File: config.mk
export PLATFORM = sky130hd
export DESIGN_NAME = aud_sclk_div
export DESIGN_NICKNAME = d
export VERILOG_FILES = /design/src/rtl/aud_sclk_div_pkg.sv /design/src/rtl/aud_sclk_div_reg.sv /design/src/rtl/aud_sclk_div_cnt.sv /design/src/rtl/aud_sclk_div.sv
export SDC_FILE = /design/constraint.sdc
export NUM_CORES = 1
export LEC_CHECK = 0
export CAP_MARGIN = 40
export CORE_MARGIN = 1.5
export CORE_UTILIZATION = 50
export CTS_CLUSTER_DIAMETER = 150
export DETAILED_ROUTE_END_ITERATION = 8
export PLACE_DENSITY = 0.86
export SYNTH_ARGS = -nofsm -noshare
export SYNTH_HDL_FRONTEND = slang
export SYNTH_HIERARCHICAL = 1
export SYNTH_SLANG_ARGS = --single-unit
File: constraint.sdc
create_clock -name clk -period 4.7 [get_ports clk]
set_clock_uncertainty 0.2 [all_clocks]
set_input_delay 0.705 -clock clk [delete_from_list [all_inputs] [get_ports clk]]
set_output_delay 0.705 -clock clk [all_outputs]
set_load 0.02 [all_outputs]
File: src/rtl/aud_sclk_div_pkg.sv
package aud_sclk_div_pkg;

  // Divider state as seen by the counter
  typedef enum logic [0:0] {
    DIV_IDLE = 1'b0,
    DIV_RUN  = 1'b1
  } div_state_e;

  localparam int unsigned MIN_RATIO = 2;

endpackage

File: src/rtl/aud_sclk_div_reg.sv
module aud_sclk_div_reg #(
  parameter int unsigned RATIO_W = 16,
  parameter int unsigned EN_W    = 2,
  parameter int unsigned DATA_W  = 32
) (
  input  logic              clk,
  input  logic              rst,
  input  logic              wr_en,
  input  logic [DATA_W-1:0] wr_data,
  output logic [DATA_W-1:0] ctl_q,
  output logic              run_q
);
  import aud_sclk_div_pkg::*;

  localparam int unsigned RSV_W = DATA_W - RATIO_W - EN_W;
  localparam logic [DATA_W-1:0] KEEP_MASK =
    {{RATIO_W{1'b1}}, {RSV_W{1'b0}}, {EN_W{1'b1}}};

  logic [DATA_W-1:0]  ctl_d;
  logic [RATIO_W-1:0] ratio_d;
  logic [EN_W-1:0]    en_d;
  logic               ratio_ok_d;
  logic               en_all_d;

  always_comb begin
    if (wr_en) ctl_d = wr_data & KEEP_MASK;
    else       ctl_d = ctl_q;
  end

  assign ratio_d    = ctl_d[DATA_W-1 -: RATIO_W];
  assign en_d       = ctl_d[EN_W-1:0];
  assign ratio_ok_d = (ratio_d >= RATIO_W'(MIN_RATIO));
  assign en_all_d   = &en_d;

  always_ff @(posedge clk) begin
    if (rst) begin
      ctl_q <= '0;
      run_q <= 1'b0;
    end else begin
      ctl_q <= ctl_d;
      run_q <= en_all_d && ratio_ok_d;
    end
  end

endmodule

File: src/rtl/aud_sclk_div_cnt.sv
module aud_sclk_div_cnt #(
  parameter int unsigned RATIO_W = 16
) (
  input  logic               clk,
  input  logic               rst,
  input  logic               restart,
  input  logic               run,
  input  logic [RATIO_W-1:0] ratio,
  output logic               strobe_q
);
  import aud_sclk_div_pkg::*;

  logic [RATIO_W-1:0] cnt_q;
  logic               at_end;
  div_state_e         state;

  assign state  = run ? DIV_RUN : DIV_IDLE;
  assign at_end = (cnt_q == ratio - RATIO_W'(1));

  always_ff @(posedge clk) begin
    if (rst) begin
      cnt_q    <= '0;
      strobe_q <= 1'b0;
    end else if (restart || state == DIV_IDLE) begin
      cnt_q    <= '0;
      strobe_q <= 1'b0;
    end else if (at_end) begin
      cnt_q    <= '0;
      strobe_q <= 1'b1;
    end else begin
      cnt_q    <= cnt_q + RATIO_W'(1);
      strobe_q <= 1'b0;
    end
  end

endmodule

File: src/rtl/aud_sclk_div.sv
module aud_sclk_div #(
  parameter int unsigned RATIO_W = 16,
  parameter int unsigned EN_W    = 2,
  parameter int unsigned DATA_W  = 32
) (
  input  logic              clk,
  input  logic              rst,
  input  logic              wr_en,
  input  logic [DATA_W-1:0] wr_data,
  output logic [DATA_W-1:0] rd_data,
  output logic              strobe,
  output logic              active
);

  logic [DATA_W-1:0] ctl_q;
  logic              run_q;

  aud_sclk_div_reg #(
    .RATIO_W(RATIO_W),
    .EN_W   (EN_W),
    .DATA_W (DATA_W)
  ) u_reg (
    .clk    (clk),
    .rst    (rst),
    .wr_en  (wr_en),
    .wr_data(wr_data),
    .ctl_q  (ctl_q),
    .run_q  (run_q)
  );

  aud_sclk_div_cnt #(
    .RATIO_W(RATIO_W)
  ) u_cnt (
    .clk     (clk),
    .rst     (rst),
    .restart (wr_en),
    .run     (run_q),
    .ratio   (ctl_q[DATA_W-1 -: RATIO_W]),
    .strobe_q(strobe)
  );

  assign rd_data = ctl_q;
  assign active  = run_q;

endmodule

==> results of run 1 <==
## synth_stat cells (2+ instances only)
cell,count,share of area [%]
nor2_1,38,6.7
dfxtp_1,36,34
xnor2_1,20,8.2
mux2i_1,19,8.9
buf_4,15,5.3
xor2_1,14,5.8
nand2_1,10,1.8
nand4_1,10,2.9
nand3_1,8,1.9
nor4_1,7,2.1
inv_1,5,0.88
a31oi_1,3,0.88
and3_1,3,0.88
and4_1,3,1.2
buf_6,3,1.6
clkbuf_1,3,0.53
nor3_1,3,0.71
o21ai_0,3,0.71
or3_1,3,0.88
a21oi_1,2,0.47
ha_1,2,1.2
nor2b_1,2,0.59
nor3b_1,2,0.71
## cells by family after synthesis
| kind of cell | after synthesis |
|---|---|
| AO/OA/AOI/OAI | 17 |
| other | 1 |
| adder cells (fa/ha/maj) | 2 |
| AND/OR/NAND/NOR | 100 |
| multiplexers | 19 |
| buffers and inverters | 27 |
| XOR/XNOR | 34 |
| flip-flops | 36 |
## report_power, final
| group | internal, W | total, W | switching (W) |
|---|---|---|---|
| Clock | 0.000103 | 0.000217 | 0.000114 |
| Combinational | 0.0000723 | 0.000156 | 0.0000838 |
| Sequential | 0.000314 | 0.000334 | 0.0000199 |
## per-stage QoR
step                      util (%)  std cells  power, W  area [µm²]
after floorplan                  -        249  0.000448        2170
after global placement        61.0        317  0.000488        2470
after detailed placement      61.4        318  0.000493        2490
after CTS                     63.5        326  0.000709        2580
after global routing          63.5        326  0.000736        2580
final                         63.5        326  0.000707        2580
## routing by layer
metal / routed length [µm] / up-vias
met2: 2320 / 80
li1: - / 883
met3: 267 / 17
met4: 95 / 0
met5: 0 / -
met1: 2230 / 862
## cells in the final DEF (no fill, tap or decap), drive strengths merged, types with 4 or more instances in the layout
cell type and instances:
inv 5, nand4 10, nor2 38, mux2i 19
clkdlybuf4s50 40, xnor2 20, nor4 9, nor3 4
conb 14, nand3 9, nand2 10, clkbuf 5
xor2 14, dfxtp 36
## sequential cells by signal, summed over array words and instances (netlist names)
| name | count |
|---|---|
| u_reg/ctl_q | 18 |
| u_cnt/strobe_q | 1 |
| u_cnt/cnt_q | 16 |
| u_reg/run_q | 1 |
## layout make-up
class | instances | area (µm²)
Clock inverter | 3 | 18.8
Clock buffer | 5 | 68.8
Timing Repair Buffer | 41 | 415
Tap cell | 50 | 62.6
Inverter | 5 | 18.8
Fill cell | 326 | 1480
Multi-Input combinational cell | 186 | 1270
Sequential cell | 36 | 721
## path summary, 6_finish.rpt
| kind | start | end | slack, ns | cells after the start |
|---|---|---|---|---|
| worst max-delay path | u_reg/ctl_q[16]$_SDFF_PP0_ | u_cnt/cnt_q[2]$_SDFF_PP0_ | 1.52 | 8 |
| worst min-delay path | u_cnt/cnt_q[0]$_SDFF_PP0_ | u_cnt/cnt_q[0]$_SDFF_PP0_ | 0.30 | 1 |
| worst min register to register | u_cnt/cnt_q[0]$_SDFF_PP0_ | u_cnt/cnt_q[0]$_SDFF_PP0_ | 0.30 | 1 |
| worst max register to register | u_reg/ctl_q[16]$_SDFF_PP0_ | u_cnt/cnt_q[2]$_SDFF_PP0_ | 1.52 | 8 |
==> results.sh, run 1 <==
export IMPL_crit_path_end_kind="flop"
export IMPL_clockBufferDepth=2
export IMPL_synth_edf_count=0
export IMPL_drt_pass1_iter_count=4
export IMPL_crit_slowest_cell="o41ai_4"
export IMPL_grt_max_degree=21
export IMPL_fin_ws_ns=1.52
export IMPL_grt_busiest_layer="met2"
export IMPL_grt_pass1_vias=1704
export IMPL_post_route_period_util_pct=67.6
export IMPL_row_count=23
export IMPL_worstSetupPathType="reg -> reg"
export IMPL_ys_async_sr_fraction_pct=0
export IMPL_tightest_slew_ns=0.876
export IMPL_timing_final_max_slew_violations=0
export IMPL_cts_root_buf="clkbuf_8"
export IMPL_antenna_found_initial=0
export IMPL_cts_buffers_inserted=5
export IMPL_cts_htree_levels=2
export IMPL_synth_cell_type_count=45
export IMPL_max_cap_violations=0
export IMPL_io_pins=69
export IMPL_drtAntennaViolNets=0
export IMPL_final_nets=312
export IMPL_drcViolationCount=0
export IMPL_finalWeightedCongestion=0.904
export IMPL_synth_fa_ha_area_share_pct=1.18
export IMPL_required_ns=4.64
export IMPL_fin_crit_ns=3.18
export IMPL_synth_top_family_by_area="simple AND/OR/NAND/NOR gates"
export IMPL_place_ws_ns=1.56
export IMPL_max_freq_mhz=315
export IMPL_relSlewSlack_pct=41.4
export IMPL_synth_seq_cells=36
export IMPL_crit_fanout=16
export IMPL_use_met2_pct=35.3
export IMPL_p_leak_nw=0.964
export IMPL_cts_hold_buf=0
export IMPL_critPathTopFamily="compound AO/OA/AOI/OAI gates"
export IMPL_setup_viol=0
export IMPL_wl_mm=4.91
export IMPL_clk_pin_slew_ns=0.07
export IMPL_synth_compound_area_share_pct=7.12
export IMPL_grt_pass1_wl_mm=7.89
export IMPL_viasPerCell=5.65
export IMPL_crit_path_start_kind="flop"
export IMPL_areaGrowthSynthToFinish_pct=21.2
export IMPL_grt_overflow_total=0
export IMPL_yosys_area_share_simple_pct=26.1
export IMPL_syn_area_mm2=0.00213
export IMPL_path_cells="inv_1, ha_1, nor2b_1, or3_1, a31oi_1, nand4_1, o41ai_4, nor2_1"
export IMPL_crit_buf_inv=1
export IMPL_arrival_ns=3.12
export IMPL_hold_class="reg -> reg"
export IMPL_drive_above_1_share_pct=6.16
export IMPL_die_width_um=68.2
export IMPL_yosysSeqAreaShare_pct=33.9
export IMPL_synth_mux_area_share_pct=8.95
export IMPL_clk_latency_ns=0.29
export IMPL_use_met1_pct=30.0
export IMPL_initialDrtViolationCount=100
export IMPL_hold_worst_slack_ns=0.301
export IMPL_cts_resized=0
export IMPL_dieArea_mm2=0.00465
export IMPL_peakVddDrop_mv=0.203
export IMPL_grt_use_total_pct=22.4
export IMPL_cts_tree="yes"
export IMPL_synth_cells=236
export IMPL_post_cts_buffers=0
export IMPL_via_count=1842
export IMPL_wl_per_cell_um=15.1
export IMPL_powerDensity_mw_per_mm2=274
export IMPL_syn_avg_cell_area_um2=9.01
export IMPL_rsz0062_at_grt="no"
export IMPL_cpPeakStageDelay_ns=0.83
export IMPL_finalHoldViolCount=0
export IMPL_antennaDiodeCount=0
export IMPL_grt_met3_usage_pct=4.93
export IMPL_core_area_mm2=0.00406
export IMPL_die_h_um=68.2
export IMPL_ys_warnings_count=6
export IMPL_dp_hpwl_mm=3.57
export IMPL_synthXorXnorAreaFrac_pct=14.0
export IMPL_fin_tns_setup_ns=0
export IMPL_ys_flop_type="dfxtp_1"
export IMPL_start_util_pct=52.4
export IMPL_port_buffer_count=40
export IMPL_clock_sinks=36
export IMPL_outcome="finished clean"
(Power assumes the default switching activity.)
==> inputs of run 2 (changes only) <==
Settings changed: CORE_UTILIZATION 50 to 46, PLACE_DENSITY 0.86 to 0.8.
Clock period 4.7 ns to 2.93 ns, I/O delays scaled along.
==> results.sh, run 2 (same netlist as run 1, synthesis figures left out) <==
export IMPL_outcome="finished clean"
export IMPL_cpPeakStageDelay_ns=0.39
export IMPL_cts_buffers_inserted=5
export IMPL_fin_ws_ns=0.344
export IMPL_multiInputGateArea_mm2=0.00127
export IMPL_wl_per_cell_um=14.7
export IMPL_cts_resized=0
export IMPL_drive_above_1_share_pct=6.81
export IMPL_via_count=1806
export IMPL_rsz0062_at_grt="no"
export IMPL_p_int_w=0.000785
export IMPL_final_common_cell="clkdlybuf4s50_1"
export IMPL_crit_path_start_kind="flop"
export IMPL_start_util_pct=48.2
export IMPL_clock_sinks=36
export IMPL_grt_pass1_wl_mm=8.09
export IMPL_areaGrowthSynthToFinish_pct=22.5
export IMPL_cts_root_buf="clkbuf_8"
export IMPL_cts_hold_buf=0
export IMPL_top_regs="u_reg/ctl_q: 18 flops, u_cnt/cnt_q: 16 flops"
export IMPL_cts_tree="yes"
export IMPL_p_leak_nw=0.981
export IMPL_core_area_mm2=0.00441
export IMPL_relSlewSlack_pct=66.9
export IMPL_dieArea_mm2=0.00504
export IMPL_tightest_slew_ns=0.493
export IMPL_powerDensity_mw_per_mm2=431
export IMPL_ff2ff_setup_slack_ns=0.34
export IMPL_max_cap_violations=0
export IMPL_port_buffer_count=40
export IMPL_switching_share_pct=30.0
export IMPL_io_pins=69
export IMPL_grt_pass1_vias=1720
export IMPL_antennaDiodeCount=0
export IMPL_critPathTopFamily="simple AND/OR/NAND/NOR gates"
export IMPL_clk_latency_ns=0.29
export IMPL_regArea_um2=721
export IMPL_row_count=24
export IMPL_clk_pin_slew_ns=0.07
export IMPL_place_ws_ns=0.365
export IMPL_timing_final_max_slew_violations=0
export IMPL_dp_hpwl_mm=3.67
export IMPL_finalHoldViolCount=0
export IMPL_post_route_period_util_pct=88.3
export IMPL_crit_fanout=16
export IMPL_layout_common_cells="clkdlybuf4s50_1, nor2_1, dfxtp_1"
export IMPL_finalWeightedCongestion=0.888
export IMPL_drcViolationCount=0
export IMPL_post_cts_buffers=0
export IMPL_crit_buf_inv=2
export IMPL_initialDrtViolationCount=104
export IMPL_top_register="u_reg/ctl_q"
export IMPL_final_nets=316
export IMPL_die_width_um=71.0
export IMPL_max_freq_mhz=387
export IMPL_clkPwrFrac_pct=29.8
export IMPL_die_h_um=71.0
export IMPL_cts_htree_levels=2
export IMPL_required_ns=2.91
export IMPL_grt_max_degree=20
export IMPL_viasPerCell=5.46
export IMPL_worstReg2RegStart="u_reg/ctl_q[16]$_SDFF_PP0_"
export IMPL_sequentialPowerShare_pct=47.6
export IMPL_fillCellCount=392
export IMPL_peakVddDrop_mv=0.195
export IMPL_startpoint="u_reg/ctl_q[16]$_SDFF_PP0_"
export IMPL_fin_crit_ns=2.59
export IMPL_setup_viol=0
export IMPL_hold_class="reg -> reg"
export IMPL_p_comb_share_pct=22.5
export IMPL_min_from="u_cnt/cnt_q[0]$_SDFF_PP0_"
export IMPL_grt_overflow_total=0
export IMPL_fin_tns_setup_ns=0
export IMPL_arrival_ns=2.57
export IMPL_grt_use_total_pct=20.3
export IMPL_largest_reg_flops=18
export IMPL_power_switching_w=0.000337
export IMPL_crit_path_end_kind="flop"
export IMPL_drt_pass1_iter_count=4
export IMPL_path_cells="inv_1, ha_1, nor2b_1, or3_1, a31oi_1, nand4_1, o41ai_4, buf_12, nor2_1"
export IMPL_clockBufferDepth=2
export IMPL_crit_slowest_cell="o41ai_4"
export IMPL_drtAntennaViolNets=0
export IMPL_worstSetupPathType="reg -> reg"
export IMPL_antenna_found_initial=0
export IMPL_wl_mm=4.88
[run 2: cell count changes in the layout (fill, tap and decap cells not counted), sizes merged]
cell    previous run  this run
buf                1         5
clkinv             3         1
clkbuf             5         6
[run 2: metal layers]
metal,global-route usage [%],part of all wire [%],up-vias
li1,-,-,886
met1,26.8,46,851
met2,32.1,47,61
met3,4.42,5.0,8
met4,8.81,1.7,0
met5,0,0,-
[run 2: area by class of cell]
cell class	instances	area share [%]
Sequential cell	36	27.7
Multi-Input combinational cell	186	48.8
Tap cell	52	2.50
Timing Repair Buffer	45	17.3
Clock buffer	6	2.79
Clock inverter	1	0.192
Inverter	5	0.720
[run 2: power by group through the flow]
stage | Sequential (W) | Combinational, W | Clock [W]
finish | 0.000534 | 0.000253 | 0.000335
global route | 0.000538 | 0.000272 | 0.000364
CTS | 0.000534 | 0.000251 | 0.000342
detailed placement | 0.000545 | 0.000250 | 0
global placement | 0.000544 | 0.000245 | 0
floorplan | 0.000556 | 0.000162 | 0
[run 2: final timing paths]
path / depth (start not counted) / end
setup / recovery: 9 / u_cnt/cnt_q[12]$_SDFF_PP0_
hold / removal: 1 / u_cnt/cnt_q[0]$_SDFF_PP0_
setup reg to reg: 9 / u_cnt/cnt_q[12]$_SDFF_PP0_
hold reg to reg: 1 / u_cnt/cnt_q[0]$_SDFF_PP0_
[run 2: worst reg2reg max path, stage by stage (launching register included)]
cell,delay [ns]
dfxtp_1,0.32
inv_1,0.06
ha_1,0.24
nor2b_1,0.19
or3_1,0.36
a31oi_1,0.23
nand4_1,0.24
o41ai_4,0.39
buf_12,0.19
nor2_1,0.06
[run 2: stage by stage]
| stage | hold WS [ns] | total power (W) | cells | area (µm²) | utilization [%] |
|---|---|---|---|---|---|
| after global placement | 0.274 | 0.000789 | 324 | 2530 | 57.3 |
| after floorplan | 0.248 | 0.000718 | 249 | 2170 | - |
| after CTS | 0.296 | 0.00113 | 331 | 2610 | 59.0 |
| after global routing | 0.323 | 0.00117 | 331 | 2610 | 59.0 |
| final | 0.294 | 0.00112 | 331 | 2610 | 59.0 |
| after detailed placement | 0.287 | 0.000795 | 324 | 2530 | 57.3 |
==> inputs of run 3 (changes only) <==
Settings changed: CORE_MARGIN 1.5 to 2, HOLD_SLACK_MARGIN set to 0.12.
==> results.sh, run 3 (same netlist as run 1, synthesis figures left out) <==
export IMPL_row_count=24
export IMPL_wl_mm=4.94
export IMPL_arrival_ns=2.58
export IMPL_start_util_pct=48.2
export IMPL_finalWeightedCongestion=0.880
export IMPL_path_cells="inv_1, ha_1, nor2b_1, or3_1, a31oi_1, nand4_1, o41ai_4, buf_12, nor2_1"
export IMPL_power_switching_w=0.000330
export IMPL_switching_share_pct=29.6
export IMPL_die_h_um=72.0
export IMPL_top_register="u_reg/ctl_q"
export IMPL_clkPwrFrac_pct=29.1
export IMPL_drive_above_1_share_pct=6.81
export IMPL_layout_common_cells="clkdlybuf4s50_1, nor2_1, dfxtp_1"
export IMPL_power_w=0.00111
export IMPL_clk_latency_ns=0.28
export IMPL_viasPerCell=5.61
export IMPL_cts_htree_levels=2
export IMPL_final_common_cell="clkdlybuf4s50_1"
export IMPL_fin_tns_setup_ns=0
export IMPL_post_route_period_util_pct=88.7
export IMPL_cts_hold_buf=0
export IMPL_worstReg2RegStart="u_reg/ctl_q[16]$_SDFF_PP0_"
export IMPL_outcome="finished clean"
export IMPL_startpoint="u_reg/ctl_q[16]$_SDFF_PP0_"
export IMPL_clock_sinks=36
export IMPL_fillCellCount=391
export IMPL_crit_slowest_cell="o41ai_4"
export IMPL_final_nets=316
export IMPL_critPathTopFamily="simple AND/OR/NAND/NOR gates"
export IMPL_min_from="u_cnt/cnt_q[0]$_SDFF_PP0_"
export IMPL_via_count=1856
export IMPL_core_area_mm2=0.00441
export IMPL_grt_use_total_pct=19.5
export IMPL_max_cap_violations=0
export IMPL_dp_hpwl_mm=3.64
export IMPL_crit_path_end_kind="flop"
export IMPL_powerDensity_mw_per_mm2=428
export IMPL_p_int_w=0.000785
export IMPL_hold_class="reg -> reg"
export IMPL_cts_resized=0
export IMPL_worstSetupPathType="reg -> reg"
export IMPL_cts_buffers_inserted=5
export IMPL_areaGrowthSynthToFinish_pct=22.5
export IMPL_max_freq_mhz=385
export IMPL_hold_worst_slack_ns=0.317
export IMPL_crit_buf_inv=2
export IMPL_sequentialPowerShare_pct=47.9
export IMPL_p_leak_nw=0.981
export IMPL_drt_pass1_iter_count=5
export IMPL_grt_pass1_vias=1697
export IMPL_top_regs="u_reg/ctl_q: 18 flops, u_cnt/cnt_q: 16 flops"
export IMPL_multiInputGateArea_mm2=0.00127
export IMPL_setup_viol=0
export IMPL_largest_reg_flops=18
export IMPL_finalCoreUtilization_pct=59.0
export IMPL_timing_final_max_slew_violations=0
export IMPL_fin_ws_ns=0.332
export IMPL_grt_overflow_total=0
export IMPL_drcViolationCount=0
export IMPL_dieArea_mm2=0.00518
export IMPL_wl_per_cell_um=14.9
export IMPL_initialDrtViolationCount=129
export IMPL_port_buffer_count=40
export IMPL_fin_crit_ns=2.60
export IMPL_regArea_um2=721
export IMPL_die_width_um=72.0
export IMPL_crit_path_start_kind="flop"
export IMPL_antenna_found_initial=0
export IMPL_cts_tree="yes"
export IMPL_required_ns=2.91
export IMPL_antennaDiodeCount=0
export IMPL_relSlewSlack_pct=64.7
export IMPL_io_pins=69
export IMPL_peakVddDrop_mv=0.311
export IMPL_rsz0062_at_grt="no"
export IMPL_finalHoldViolCount=0
export IMPL_grt_max_degree=20
export IMPL_tightest_slew_ns=0.527
export IMPL_p_comb_share_pct=23.0
export IMPL_drtAntennaViolNets=0
export IMPL_cts_root_buf="clkbuf_8"
export IMPL_grt_pass1_wl_mm=8.07
export IMPL_clockBufferDepth=2
export IMPL_post_cts_buffers=0
export IMPL_crit_fanout=16
export IMPL_cpPeakStageDelay_ns=0.40
export IMPL_place_ws_ns=0.372
export IMPL_clk_pin_slew_ns=0.07
==> run 3: cell counts in the layout (fill, tap and decap cells not counted) <==
No cell type changed its count.
==> run 3: worst reg2reg max path, cell delays in order (launching register included) <==
cell and delay [ns]:
dfxtp_1 0.33, inv_1 0.05, ha_1 0.24, nor2b_1 0.20
or3_1 0.38, a31oi_1 0.23, nand4_1 0.21, o41ai_4 0.40
buf_12 0.19, nor2_1 0.06
==> run 3: final cells by class <==
cell class	instances	share of cell area, %
Sequential cell	36	27.7
Timing Repair Buffer	45	17.3
Multi-Input combinational cell	186	48.8
Clock inverter	1	0.192
Tap cell	52	2.50
Inverter	5	0.720
Clock buffer	6	2.79
==> run 3: power by group through the flow <==
stage | clock network, W | registers, W | logic (W)
2_1_floorplan | 0 | 0.000556 | 0.000162
3_3_place_gp | 0 | 0.000545 | 0.000245
3_5_place_dp | 0 | 0.000545 | 0.000251
4_1_cts | 0.000329 | 0.000534 | 0.000253
5_1_grt | 0.000345 | 0.000537 | 0.000273
6_report | 0.000325 | 0.000534 | 0.000256
==> run 3: worst paths after layout <==
check | to | cells after the start | slack (ns)
min reg2reg | u_cnt/cnt_q[0]$_SDFF_PP0_ | 1 | 0.32
max reg2reg | u_cnt/cnt_q[12]$_SDFF_PP0_ | 9 | 0.33
max | u_cnt/cnt_q[12]$_SDFF_PP0_ | 9 | 0.33
min | u_cnt/cnt_q[0]$_SDFF_PP0_ | 1 | 0.32
==> run 3: stage by stage <==
| step | cell area (µm²) | cells |
|---|---|---|
| 2_1_floorplan | 2170 | 249 |
| 3_3_place_gp | 2530 | 324 |
| 3_5_place_dp | 2530 | 324 |
| 4_1_cts | 2610 | 331 |
| 5_1_grt | 2610 | 331 |
| 6_report | 2610 | 331 |
==> run 3: layer usage <==
layer | GRT usage, % | vias up | part of all wire (%)
met5 | 0 | - | 0
met4 | 4.61 | 0 | 1.2
met3 | 4.17 | 13 | 5.4
met2 | 32.7 | 76 | 48
met1 | 25.9 | 877 | 45
li1 | - | 890 | -
